<file path="src/rtl/ssq_pkg.sv">
// Shared types for the soft-start sequencer.
// Assumes: nothing beyond IEEE 1800-2017.
package ssq_pkg;

    // Sequencer phases
    typedef enum logic [2:0] {
        SQ_IDLE  = 3'd0,
        SQ_DELAY = 3'd1,
        SQ_RAMP  = 3'd2,
        SQ_HOLD  = 3'd3,
        SQ_DOWN  = 3'd4,
        SQ_REG   = 3'd5,
        SQ_FAULT = 3'd6
    } ssq_state_e;

endpackage

</file>
<file path="src/rtl/ssq_step_calc.sv">
// Step planner: from the live sample and the target, works out the
// direction, the whole step per cycle (q) and the remainder (r) for a
// window of n cycles. The ramp setting 0 is mapped to 1.
// Assumes: the result is used only on the edge that samples vout.
module ssq_step_calc #(
    parameter int CODE_W = 12,
    parameter int RAMP_W = 16
) (
    input  logic [CODE_W-1:0] sample_i,
    input  logic [CODE_W-1:0] target_i,
    input  logic [RAMP_W-1:0] ramp_i,
    output logic              above_o,
    output logic [CODE_W-1:0] q_o,
    output logic [RAMP_W-1:0] r_o,
    output logic [RAMP_W-1:0] n_o
);
    localparam int DW = (CODE_W > RAMP_W) ? CODE_W : RAMP_W;

    logic [CODE_W-1:0] mag;
    logic [DW-1:0]     mag_ext;
    logic [DW-1:0]     n_ext;

    // Magnitude of the distance and the effective window length
    always_comb begin
        above_o = (sample_i > target_i);
        mag     = above_o ? (sample_i - target_i) : (target_i - sample_i);
        n_o     = (ramp_i == '0) ? RAMP_W'(1) : ramp_i;
        mag_ext = DW'(mag);
        n_ext   = DW'(n_o);
    end

    // Whole and fractional parts of the per-cycle step
    always_comb begin
        q_o = CODE_W'(mag_ext / n_ext);
        r_o = RAMP_W'(mag_ext % n_ext);
    end

endmodule

</file>
<file path="src/rtl/ssq_step_accum.sv">
// Fractional step accumulator: each advance adds r to an accumulator
// modulo n and emits q plus the carry, so n advances sum to q*n + r.
// Assumes: r < n, and q, r, n are stable while advancing.
module ssq_step_accum #(
    parameter int CODE_W = 12,
    parameter int RAMP_W = 16
) (
    input  logic              clk,
    input  logic              rst_n,
    input  logic              clr_i,
    input  logic              adv_i,
    input  logic [CODE_W-1:0] q_i,
    input  logic [RAMP_W-1:0] r_i,
    input  logic [RAMP_W-1:0] n_i,
    output logic [CODE_W-1:0] step_o
);
    localparam int AW = RAMP_W + 1;

    logic [AW-1:0] acc;
    logic [AW-1:0] sum;
    logic          carry;

    // Next sum and carry-out of the remainder accumulator
    always_comb begin
        sum    = acc + AW'(r_i);
        carry  = (sum >= AW'(n_i));
        step_o = q_i + CODE_W'(carry);
    end

    // Accumulator register
    always_ff @(posedge clk) begin
        if (!rst_n || clr_i) begin
            acc <= '0;
        end else if (adv_i) begin
            acc <= carry ? (sum - AW'(n_i)) : sum;
        end
    end

    // Remainder stays below the window length (keeps the R4 profile exact)
    p_acc_below_n_r4: assert property (@(posedge clk) disable iff (!rst_n)
        acc < AW'(n_i));

endmodule

</file>
<file path="src/rtl/ssq_cycle_timer.sv">
// Cycle timer: counts up while inc is high and flags when the count
// equals the limit. Clear has priority.
// Assumes: the limit is stable while a phase is being timed.
module ssq_cycle_timer #(
    parameter int CNT_W = 16
) (
    input  logic             clk,
    input  logic             rst_n,
    input  logic             clr_i,
    input  logic             inc_i,
    input  logic [CNT_W-1:0] limit_i,
    output logic             done_o
);
    logic [CNT_W-1:0] cnt;

    // Count register
    always_ff @(posedge clk) begin
        if (!rst_n || clr_i) begin
            cnt <= '0;
        end else if (inc_i) begin
            cnt <= cnt + CNT_W'(1);
        end
    end

    // Terminal count flag
    assign done_o = (cnt == limit_i);

    // Counting never runs past the limit (R2 / R5 window)
    p_no_overrun_r2: assert property (@(posedge clk) disable iff (!rst_n)
        (inc_i && !clr_i) |-> (cnt < limit_i));

endmodule

</file>
<file path="src/rtl/ssq_softstart.sv">
// Pre-bias aware soft-start sequencer (top). Waits a turn-on delay,
// samples the output code, starts the reference from that sample and
// brings it to the target within a fixed window. It also rules on
// power-good and overvoltage. All outputs are registered.
// Assumes: target, ramp and limit settings are stable during a start-up.
module ssq_softstart
    import ssq_pkg::*;
#(
    parameter int CODE_W = 12,
    parameter int RAMP_W = 16,
    parameter int DLY_W  = 16
) (
    input  logic              clk,
    input  logic              rst_n,
    input  logic              en_i,
    input  logic [CODE_W-1:0] target_i,
    input  logic [RAMP_W-1:0] ramp_i,
    input  logic [DLY_W-1:0]  delay_i,
    input  logic [CODE_W-1:0] ov_limit_i,
    input  logic [CODE_W-1:0] vout_i,
    output logic [CODE_W-1:0] vref_o,
    output logic              drv_en_o,
    output logic              pgood_o,
    output logic              ov_fault_o
);
    localparam int CNT_W = (DLY_W > RAMP_W) ? DLY_W : RAMP_W;

    ssq_state_e        state;
    logic [CODE_W-1:0] q_r;
    logic [RAMP_W-1:0] r_r;
    logic [RAMP_W-1:0] n_r;

    logic              c_above;
    logic [CODE_W-1:0] c_q;
    logic [RAMP_W-1:0] c_r;
    logic [RAMP_W-1:0] c_n;
    logic [CODE_W-1:0] step;
    logic              t_done;
    logic              t_clr;
    logic [CNT_W-1:0]  t_limit;
    logic              a_clr;
    logic              a_adv;
    logic              ov_hit;
    logic              moving;

    ssq_step_calc #(.CODE_W(CODE_W), .RAMP_W(RAMP_W)) u_calc (
        .sample_i (vout_i),
        .target_i (target_i),
        .ramp_i   (ramp_i),
        .above_o  (c_above),
        .q_o      (c_q),
        .r_o      (c_r),
        .n_o      (c_n)
    );

    ssq_step_accum #(.CODE_W(CODE_W), .RAMP_W(RAMP_W)) u_accum (
        .clk    (clk),
        .rst_n  (rst_n),
        .clr_i  (a_clr),
        .adv_i  (a_adv),
        .q_i    (q_r),
        .r_i    (r_r),
        .n_i    (n_r),
        .step_o (step)
    );

    ssq_cycle_timer #(.CNT_W(CNT_W)) u_timer (
        .clk     (clk),
        .rst_n   (rst_n),
        .clr_i   (t_clr),
        .inc_i   (!t_clr),
        .limit_i (t_limit),
        .done_o  (t_done)
    );

    // Timer and accumulator control for the current phase
    always_comb begin
        ov_hit  = (vout_i > ov_limit_i);
        moving  = (state == SQ_RAMP) || (state == SQ_DOWN);
        t_limit = (state == SQ_DELAY) ? CNT_W'(delay_i)
                                      : CNT_W'(n_r - RAMP_W'(1));
        t_clr   = !en_i || t_done || (state == SQ_IDLE) ||
                  (state == SQ_REG) || (state == SQ_FAULT);
        a_clr   = !en_i || !moving;
        a_adv   = moving;
    end

    // Sequencer state and registered outputs
    always_ff @(posedge clk) begin
        if (!rst_n || !en_i) begin
            state      <= SQ_IDLE;
            vref_o     <= '0;
            drv_en_o   <= 1'b0;
            pgood_o    <= 1'b0;
            ov_fault_o <= 1'b0;
            if (!rst_n) begin
                q_r <= '0;
                r_r <= '0;
                n_r <= RAMP_W'(1);
            end
        end else begin
            ov_fault_o <= 1'b0;
            case (state)
                SQ_IDLE: begin
                    state <= SQ_DELAY;
                end
                SQ_DELAY: begin
                    if (t_done) begin
                        if (ov_hit) begin
                            state      <= SQ_FAULT;
                            ov_fault_o <= 1'b1;
                        end else begin
                            q_r      <= c_q;
                            r_r      <= c_r;
                            n_r      <= c_n;
                            vref_o   <= vout_i;
                            drv_en_o <= 1'b1;
                            state    <= c_above ? SQ_HOLD : SQ_RAMP;
                        end
                    end
                end
                SQ_RAMP: begin
                    if (t_done && ov_hit) begin
                        state      <= SQ_FAULT;
                        ov_fault_o <= 1'b1;
                        drv_en_o   <= 1'b0;
                        vref_o     <= '0;
                    end else begin
                        vref_o <= vref_o + step;
                        if (t_done) begin
                            state   <= SQ_REG;
                            pgood_o <= 1'b1;
                        end
                    end
                end
                SQ_HOLD: begin
                    if (t_done) begin
                        if (ov_hit) begin
                            state      <= SQ_FAULT;
                            ov_fault_o <= 1'b1;
                            drv_en_o   <= 1'b0;
                            vref_o     <= '0;
                        end else begin
                            state   <= SQ_DOWN;
                            pgood_o <= 1'b1;
                        end
                    end
                end
                SQ_DOWN: begin
                    vref_o <= vref_o - step;
                    if (t_done) begin
                        state <= SQ_REG;
                    end
                end
                SQ_REG: begin
                    state <= SQ_REG;
                end
                SQ_FAULT: begin
                    state <= SQ_FAULT;
                end
                default: begin
                    state <= SQ_IDLE;
                end
            endcase
        end
    end

    // power-good is only ever shown with the drivers running
    p_pg_with_drv_r5: assert property (@(posedge clk) disable iff (!rst_n)
        pgood_o |-> drv_en_o);

    // once raised, power-good persists while enabled
    p_pg_sticky_r5: assert property (@(posedge clk) disable iff (!rst_n)
        (pgood_o && en_i) |=> pgood_o);

    // fault is a single-cycle pulse
    p_fault_pulse_r8: assert property (@(posedge clk) disable iff (!rst_n)
        ov_fault_o |=> !ov_fault_o);

    // a fault never coexists with drive or power-good
    p_fault_quiet_r9: assert property (@(posedge clk) disable iff (!rst_n)
        ov_fault_o |-> (!drv_en_o && !pgood_o && vref_o == '0));

    // enable low empties every output on the next edge
    p_en_low_idle_r10: assert property (@(posedge clk) disable iff (!rst_n)
        !en_i |=> (!drv_en_o && !pgood_o && !ov_fault_o && vref_o == '0));

    // the rising ramp never moves down before its deadline
    p_ramp_monotone_r4: assert property (@(posedge clk) disable iff (!rst_n)
        (state == SQ_RAMP && en_i && !t_done) |=> (vref_o >= $past(vref_o)));

    // the reference is frozen while holding at the pre-bias level
    p_hold_frozen_r6: assert property (@(posedge clk) disable iff (!rst_n)
        (state == SQ_HOLD && en_i && !t_done) |=> $stable(vref_o));

    // the regulated reference does not drift
    p_reg_stable_r7: assert property (@(posedge clk) disable iff (!rst_n)
        (state == SQ_REG && en_i) |=> $stable(vref_o));

endmodule

</file>
<file path="config.mk">
export PLATFORM = sky130hd
export DESIGN_NAME = ssq_softstart
export DESIGN_NICKNAME = d
export VERILOG_FILES = /design/src/rtl/ssq_pkg.sv /design/src/rtl/ssq_step_calc.sv /design/src/rtl/ssq_step_accum.sv /design/src/rtl/ssq_cycle_timer.sv /design/src/rtl/ssq_softstart.sv
export SDC_FILE = /design/constraint.sdc
export NUM_CORES = 1
export LEC_CHECK = 0
export ABC_AREA = 1
export BUFFER_PORTS_ARGS = -buffer_cell sky130_fd_sc_hd__buf_2
export CORE_MARGIN = 1.5
export CORE_UTILIZATION = 65
export CTS_CLUSTER_DIAMETER = 100
export DETAILED_ROUTE_END_ITERATION = 10
export PLACE_DENSITY = 0.84
export REMOVE_ABC_BUFFERS = 1
export SETUP_SLACK_MARGIN = 0.02
export SLEW_MARGIN = 20
export SYNTH_ARGS = -nofsm -noshare
export SYNTH_HDL_FRONTEND = slang
export SYNTH_HIERARCHICAL = 1
export SYNTH_SLANG_ARGS = --single-unit
</file>
<file path="constraint.sdc">
create_clock -name clk -period 31.2 [get_ports clk]
set_input_delay 4.68 -clock clk [delete_from_list [all_inputs] [get_ports clk]]
set_output_delay 4.68 -clock clk [all_outputs]
set_load 0.01 [all_outputs]
</file>
## Yosys cells after proc, flatten, opt, wreduce, memory -nomap -nowiden

Cells that the tools add are included.

| storage, ports and cells | value |
|---|---|
| flip-flop bits (word level) | 95 |
| input port bits | 71 |
| output and inout port bits | 15 |

| cells by class | value |
|---|---|
| add/subtract/negate cells | 9 |
| div/mod/pow operators | 2 |
| magnitude comparators | 3 |
| equal/unequal tests | 17 |
| mux-type cells | 46 |
| reductions and logical operators | 26 |

Operators with widths:

| operator | number |
|---|---|
| $mux 16 | 12 |
| $mux 12 | 11 |
| $pmux 12 s4 | 1 |
| $sub 12x12->12 | 3 |
| $gt 12x12->1 | 2 |
| $pmux 3 s7 | 1 |
| $add 17x16->17 | 1 |
| $ge 17x16->1 | 1 |
| $mux 17 | 1 |
| $sub 17x16->17 | 1 |
| $add 16x1->16 const B | 1 |
| $div 12x16->16 | 1 |
| $eq 16x16->1 | 1 |
| $logic_not 16->1 | 1 |
| $mod 12x16->16 | 1 |
| $ne 2x2->1 const B | 8 |
| $sub 16x1->16 const B | 1 |
| $mux 3 | 5 |
| $add 12x1->12 | 1 |
| $add 12x12->12 | 1 |
| $mux 1 | 11 |
| $reduce_and 5->1 | 2 |
| $eq 3x3->1 const B | 3 |
| $logic_or 1x1->1 | 9 |
| other kinds (16) | 23 |

## Depth between registers and ports, before layout

Gate-level depths: netlist (run 1).

| depth | value |
|---|---|
| word-level depth | 8 |
| gate-level depth with buffers | 192 |
| mapped depth without buffers | 189 |

## Hierarchy

Netlist (run 1), hierarchy kept.

Modules (own cells, without submodules):

| module | instances | cells each | area an instance (um^2) | seq. area each (um^2) |
|---|---|---|---|---|
| ssq_step_calc | 1 | 1558 | 8788.4 | 0.0 |
| ssq_softstart | 1 | 681 | 4754.6 | 1681.6 |
| ssq_step_accum | 1 | 537 | 3093.0 | 340.3 |
| ssq_cycle_timer | 1 | 156 | 998.5 | 320.3 |

## Least setup slack after synthesis (run 1)

No wires, ideal clock.

| path | value |
|---|---|
| path type | input-to-reg |
| from | input ramp_i[14] |
| to | register r_r[15], data pin |
| arrival time | 26020 ps |
| setup slack | 4915 ps |
| stages | 172 |
| path through | nor2_2 -> nand2_2 -> nor2_1 -> a41oi_1 -> ha_1 -> nand2_1 -> nand3b_1 -> nand2_1 -> nor3_2 -> ha_1 -> nand2_1 -> nand3b_1 -> nand2_1 -> nand2_1 -> nand2_1 -> nor2_1 -> nand2_1 -> nand2_1 -> [... 136 more ...] -> and2_1 -> ha_1 -> nand4_1 -> o21ai_0 -> a21oi_1 -> o21bai_1 -> a21oi_1 -> o21bai_1 -> nand3_1 -> nand2_1 -> a21oi_1 -> nor2_1 -> nor2_1 -> xnor2_1 -> nand2_1 -> nand2_1 -> inv_1 -> nor2_1 |

| on the way | value |
|---|---|
| cells in the longest elaborated chain, start to end | 7 |

RTL lines:

| what | RTL line | source |
|---|---|---|
| start: declaration | ssq_softstart.sv:17 | `input logic [RAMP_W-1:0] ramp_i,` |
| $logic_not 16->1 | ssq_step_calc.sv:27 | `n_o = (ramp_i == '0) ? RAMP_W'(1) : ramp_i;` |
| $mux 16 (*) | ssq_step_calc.sv:27 |  |
| $mod 12x16->16 (*) | ssq_step_calc.sv:35 | `r_o = RAMP_W'(mag_ext % n_ext);` |
| named net c_r[15] | ssq_softstart.sv:35 | `logic [RAMP_W-1:0] c_r;` |
| $mux 16 (*) | ssq_softstart.sv:109 | `if (ov_hit) begin` |
| $mux 16 (*) | ssq_softstart.sv:108 | `if (t_done) begin` |
| $mux 16 (*) | ssq_softstart.sv:103 | `case (state)` |
| $mux 16 (*) | ssq_softstart.sv:90 | `if (!rst_n \|\| !en_i) begin` |
| end signal: assignment | ssq_softstart.sv:114 | `r_r <= c_r;` |
| end: declaration | ssq_softstart.sv:30 | `logic [RAMP_W-1:0] r_r;` |

The timed path passes the listed nets; every way through them passes the cells marked *. The select of a mux whose other input is x is not followed.
A chain may end at the register's enable or synchronous reset.

## Worst setup path in the final report (run 1)

Same ends and word-level chain as after synthesis.

==> impl_results.md, run 1 <==
* Status: finished clean
* Core area at 26800 sq um
* XOR/XNOR Fraction of Synth Area at 6.56%
* Total leakage power at 10.4 nW
* Rows at 60
* Synth cell types at 64
* Initial DRT Pass Iterations at 6
* Startpoint types: input port
* Cells after Synth at 2932
* Layout cell share with drive strength beyond 1 at 9.38%
* Number of synthesized flops with an enable pin at 44
* Peak VDD IR at 0.0281 mV
* Least-Margin Pin Slew at 1080 ps
* Wire per inst at 15.0 microns
* I/O pin count at 86
* DP Wirelength at 40800 microns
* Asr flop ratio synth at 0%
* Post-route cell area at 18700 sq um
* Largest family of logic cells by synthesized area: simple AND/OR/NAND/NOR gates
* Number of port buffers at 85
* Dpl cell area at 18200 sq um
* Crit path DAT at 29220 ps
* GR Overflow Total at 0
* Die W at 168 microns
* Yosys Warn Count at 6
* Util after Layout at 69.6%
* Height of the die at 168 microns
* Vias per cell at 5.66
* Worst skew pair latency at 340 ps
* Routed WL at 49900 microns
* Count of final hold-check violations at 0
* H-tree levels at 3
* Min Tclk post-route at 29130 ps
* Critical path endpoint category: flip-flop
* Remaining DRCs at 0
* Number of global-route vias before repair at 17200
* Reg clk slew, reported paths at 70 ps
* Crit Path Class: input port to flip-flop
* Crit path largest cell delay at 390 ps
* Worst Path Required at 31280 ps
* Simple-gate share of the synthesized area at 38.8%
* Post-Synth Adder-Cell Area at 17.0%
* First-pass GRT wire length at 80700 microns
* GRT Total Usage at 34.7%
* Hold path cells at 2
* Max Cap Viol at 0
* Die Area at 28100 sq um
* Top FF cell, synth: dfxtp_1
* Root Buffer Master: clkbuf_16
* Worst Skew at 8.72 ps
* # clock sinks at 95
* Most common cell after layout, fill and taps aside: nand2_1
* Initial DRC Count at 1544
* GP Congestion at 0.986
* #FFs+latches synth at 95
* Post-synthesis compound-gate area fraction at 11.5%
* CTS Buf Count at 9
* PD cells at 35.5 nW/um^2
* Min-delay worst type: flip-flop to flip-flop
* Area Growth Syn to Fin at 5.80%
* Sequential element share of the synthesized area at 13.3%
* Worst Reg-to-Reg Cells at 36
* Antenna violations before repair at 1
* Cell mode on critical path: nand2_1
* Syn Area/Cell at 6.01 sq um
* Mux contribution to synthesized area at 0.192%
* Slew Viols, Final at 0
* Most frequent cells in the layout: nand2_1 (821), inv_1 (478), nand3_1 (262)
* Post-DRT Antenna Nets at 0
* Mapped cell area at 17600 sq um
* Worst relative slew slack at 28.1%
* Fin crit share at 93.4%
* F_max at 34.3 MHz
* Routed vias at 18800
* Clk buf depth at 2
* Fin nets at 3285
* Starting Density at 65.8%
* Setup violators final at 0
* Largest net degree at the start of global routing at 58
* Max Fanout on Critical Path at 20
* CTS tree: done
* Crit-path slowest cell: ha_1
## layer usage
layer	GRT usage (%)	up-vias	part of all wire, %
met5	0	-	0
met1	44.7	8479	44
met2	60.8	731	47
met3	2.69	119	6.4
met4	12.5	0	3.1
li1	-	9498	-
## stage by stage
step                setup TNS (ps)  hold slack, ps  instances  total power [W]  setup slack [ps]
floorplan                        0             449       2862         0.000456              2790
global placement                 0             457       3296         0.000535              1410
detailed placement               0             466       3296         0.000543               391
CTS                              0             477       3312         0.000650               721
global route                  -112             492       3326         0.000718             -73.7
finish                           0             478       3327         0.000662              2070
## registers in the layout, indices dropped and copies added, names as in the netlist
signal / count
state: 3
r_r: 16
q_r: 12
vref_o: 12
ov_fault_o: 1
u_accum/acc: 17
n_r: 16
pgood_o: 1
u_timer/cnt: 16
drv_en_o: 1
## cells in the mapped netlist (all sizes together), types with 12 or more instances
| library cell | number | share of area [%] |
|---|---|---|
| xor2 | 78 | 3.9 |
| dfxtp | 51 | 5.8 |
| nand3 | 283 | 8.7 |
| or2 | 44 | 1.6 |
| edfxtp | 44 | 7.5 |
| clkbuf | 36 | 0.77 |
| inv | 493 | 10 |
| nand3b | 12 | 0.51 |
| nor2 | 242 | 5.4 |
| nand2 | 858 | 19 |
| o21ai | 109 | 3.2 |
| nor3 | 33 | 1.1 |
| a21oi | 179 | 5.4 |
| xnor2 | 54 | 2.7 |
| buf | 37 | 1.4 |
| nand4 | 47 | 1.7 |
| and2 | 18 | 0.64 |
| ha | 228 | 16 |
| o21bai | 15 | 0.64 |
## power breakdown
part | switching (W) | total (W) | internal [W]
clock network | 0.0000518 | 0.000107 | 0.0000551
registers | 0.00000589 | 0.000142 | 0.000136
logic | 0.000259 | 0.000413 | 0.000153
## layout make-up
class | instances | area [sq um]
Timing Repair inverter | 4 | 25.0
Timing Repair Buffer | 102 | 553
Clock buffer | 9 | 225
Antenna cell | 2 | 5.00
Inverter | 495 | 1880
Clock inverter | 7 | 56.3
Sequential cell | 95 | 2340
Fill cell | 2491 | 8140
Multi-Input combinational cell | 2272 | 13100
Tap cell | 341 | 427
## kinds of logic after synthesis
kind of cell	count (synthesis)
and+or+nand+nor	1546
buffers and inverters	568
AOI/OAI and AO/OA	352
adders and majority gates	235
xor gates and xnor gates	132
DFF	95
muxes	3
other	1
## critical path, delay by kind of cell
| kind | cells | cell delay, ps |
|---|---|---|
| and+or+nand+nor | 88 | 9810 |
| AOI/OAI and AO/OA | 39 | 6010 |
| adders and majority gates | 15 | 4850 |
| buffers and inverters | 31 | 3380 |
| xor gates and xnor gates | 3 | 420 |
## final timing paths
check / slack, ps / start / end
max: 2070 / ramp_i[14] / r_r[15]$_SDFFCE_PN0P_
min: 480 / u_accum/acc[4]$_SDFFE_PP0P_ / u_accum/acc[4]$_SDFFE_PP0P_
max reg2reg: 24860 / r_r[0]$_SDFFCE_PN0P_ / vref_o[11]$_SDFFE_PN0P_
min reg2reg: 480 / u_accum/acc[4]$_SDFFE_PP0P_ / u_accum/acc[4]$_SDFFE_PP0P_
## timing repair
action,CTS,global route
gates resized for setup,0,33
setup buffers,0,9
hold buffers,0,0
endpoints found under the setup margin,0,17
(Power assumes the default switching activity.)
==> inputs of run 2 (changes only) <==
- PLACE_DENSITY: 0.84 -> unset
- PLACE_DENSITY_LB_ADDON: unset -> 0.12
==> run 2 against run 1 <==
Sequential power about the same. Critical path depth grew 5. Combinational power barely moved. Non-clock buffer count rose by 2. Register-to-register slack about the same. Cell area is 0.18% higher. Global-route usage increased by 0.66 points. Sequential share of layout area barely moved. Final cell count barely moved. Maximum frequency grew 0.67%. Critical endpoint unchanged.
==> impl_results.md, run 2 (synthesis gave the netlist of run 1 again) <==
* Antenna violations before repair at 2 (+1)
* Top delay family on crit path: simple AND/OR/NAND/NOR gates
* Clock network fraction of total power at 16.7% (+0.6 points)
* Post-DRT Antenna Nets at 0 (unchanged)
* Gate power share at 61.9% (-0.5 points)
* Worst Skew at 16.2 ps (+7.52 ps)
* DP Wirelength at 40800 microns (about the same)
* Largest Register: u_accum/acc
* Vias per cell at 5.65 (about the same)
* Most frequent cells in the layout: nand2_1 (823), inv_1 (479), nand3_1 (262)
* Slew Viols, Final at 0 (unchanged)
* CTS hold repair buffers at 0 (unchanged)
* Reg clk slew, reported paths at 70 ps (about the same)
* Hold slack at 479 ps (+1.58 ps)
* Least-Margin Pin Slew at 1010 ps (-72.3 ps)
* Worst relative slew slack at 32.7% (+4.6 points)
* I/O pin count at 86 (unchanged)
* Sw Ratio at 48.1% (+0.21 points)
* Seq pwr share at 21.4% (about the same)
* GRT Total Usage at 35.4% (+0.66 points)
* Hold Path End: u_accum/acc[11]$_SDFFE_PP0P_
* GP Congestion at 1.02 (+3.6%)
* GR Overflow Total at 0 (unchanged)
* Initial DRC Count at 1460 (-5.4%)
* Critical R2R Launch: r_r[2]$_SDFFCE_PN0P_
* Worst skew pair latency at 360 ps (+20 ps)
* Crit-path slowest cell: ha_1
* Most common cell after layout, fill and taps aside: nand2_1
* Min Tclk post-route at 28940 ps (-193 ps)
* Number of global-route vias before repair at 17600 (+2.3%)
* Rows at 60 (unchanged)
* Critical R2R Capture: vref_o[11]$_SDFFE_PN0P_
* # clock sinks at 95 (unchanged)
* Area Growth Syn to Fin at 5.99%
* Wire per inst at 15.1 microns (+0.40%)
* Crit path DAT at 29030 ps (-190 ps)
* Peak VDD IR at 0.0257 mV (-8.7%)
* Height of the die at 168 microns (unchanged)
* Min-delay worst type: flip-flop to flip-flop
* Max Cap Viol at 0 (unchanged)
* Int Pwr at 0.000345 W (+0.19%)
* Crit path largest cell delay at 390 ps (about the same)
* Hold path cells at 2 (unchanged)
* PD cells at 35.6 nW/um^2 (+0.41%)
* Cell mode on critical path: nand2_1
* Root Buffer Master: clkbuf_16
* CTS Buf Count at 9 (unchanged)
* Critical path endpoint category: flip-flop
* Starting Density at 65.8% (unchanged)
* Initial DRT Pass Iterations at 8 (+2)
* First-pass GRT wire length at 82300 microns (+2.0%)
* Number of port buffers at 85 (unchanged)
* Largest net degree at the start of global routing at 58 (unchanged)
* Reg2reg setup slack at 24860 ps (about the same)
* H-tree levels at 3 (unchanged)
* P_sw at 0.000320 W (+1.0%)
* Layout cell share with drive strength beyond 1 at 9.47% (+0.091 points)
* Core area at 26800 sq um (unchanged)
* Critical hold path startpoint: u_accum/acc[11]$_SDFFE_PP0P_
* Remaining DRCs at 0 (unchanged)
* Fin crit share at 92.8% (-0.62 points)
* Routed vias at 18800 (+0.0053%)
* F_max at 34.6 MHz (+0.67%)
* Clk buf depth at 2 (unchanged)
* Routed WL at 50200 microns (+0.49%)
* Worst Path Buf+Inv at 28 (-9.7%)
* Worst Path Required at 31290 ps (about the same)
* Count of final hold-check violations at 0 (unchanged)
* Max Fanout on Critical Path at 14 (-30%)
* Setup TNS at 0 ps (unchanged)
* Status: finished clean
* Fin nets at 3288 (+0.091%)
* Crit Path Class: input port to flip-flop
* Setup violators final at 0 (unchanged)
* Die Area at 28100 sq um (unchanged)
* CTS tree: done
* Total leakage power at 10.4 nW (+0.37%)
* Die W at 168 microns (unchanged)
* Max FFs per register at 17 (unchanged)
* Startpoint types: input port
* Worst Reg-to-Reg Cells at 31 (-14%)
==> run 2: per-layer routing <==
| metal | up-vias | part of all wire, % | global-route usage (%) |
|---|---|---|---|
| met3 | 130 | 6.2 | 3.45 |
| met5 | - | 0 | 0 |
| met2 | 703 | 47 | 61.4 |
| met4 | 0 | 3.7 | 14.0 |
| met1 | 8489 | 44 | 45.1 |
| li1 | 9506 | - | - |
==> run 2: how the worst max path moves through the flow <==
stage               startpoint                    end  slack [ps]  cells past startpoint
floorplan           ramp_i[14]   r_r[3]$_SDFFCE_PN0P_        2790                    165
global placement    ramp_i[14]   r_r[3]$_SDFFCE_PN0P_         670                    172
detailed placement  ramp_i[14]   r_r[8]$_SDFFCE_PN0P_        -240                    172
CTS                 ramp_i[14]   r_r[8]$_SDFFCE_PN0P_          70                    170
global route        ramp_i[14]  r_r[15]$_SDFFCE_PN0P_         -20                    183
finish              ramp_i[14]  r_r[15]$_SDFFCE_PN0P_        2260                    181
==> run 2: power groups by stage <==
stage	clock (W)	sequential (W)	combinational, W
detailed placement	0	0.000145	0.000398
global placement	0	0.000145	0.000388
CTS	0.000111	0.000142	0.000401
finish	0.000111	0.000142	0.000412
global route	0.000116	0.000143	0.000462
floorplan	0	0.000143	0.000313
==> run 2: cell type report <==
cell class / count / area [sq um]
multi-input combinational: 2273 / 13200
fill: 2461 / 8110
sequential: 95 / 2340
inverter: 495 / 1880
timing repair buffer: 104 / 568
tap: 341 / 427
clock buffer: 9 / 225
clock inverter: 7 / 60.1
timing repair inverter: 4 / 27.5
antenna: 2 / 5.00
==> run 2: through the flow <==
| step | power, W | util, % | cells | cell area, sq um | setup slack (ps) |
|---|---|---|---|---|---|
| final | 0.000666 | 69.7 | 3330 | 18700 | 2260 |
| after global routing | 0.000721 | 69.7 | 3330 | 18700 | -19.8 |
| after CTS | 0.000654 | 68.9 | 3312 | 18500 | 69.0 |
| after detailed placement | 0.000543 | 67.8 | 3296 | 18200 | -243 |
| after global placement | 0.000532 | 67.8 | 3296 | 18200 | 671 |
| after floorplan | 0.000456 | - | 2862 | 17300 | 2790 |
==> run 2: timing repair <==
item	4_1_cts	5_1_grt
resized for setup	0	39
setup endpoints to repair	0	17
buffers inserted	0	11
==> run 2: worst min-delay path, stage by stage, from the launching register on <==
cell     delay (ps)
dfxtp_1         320
nand2_1          60
a21oi_1          60
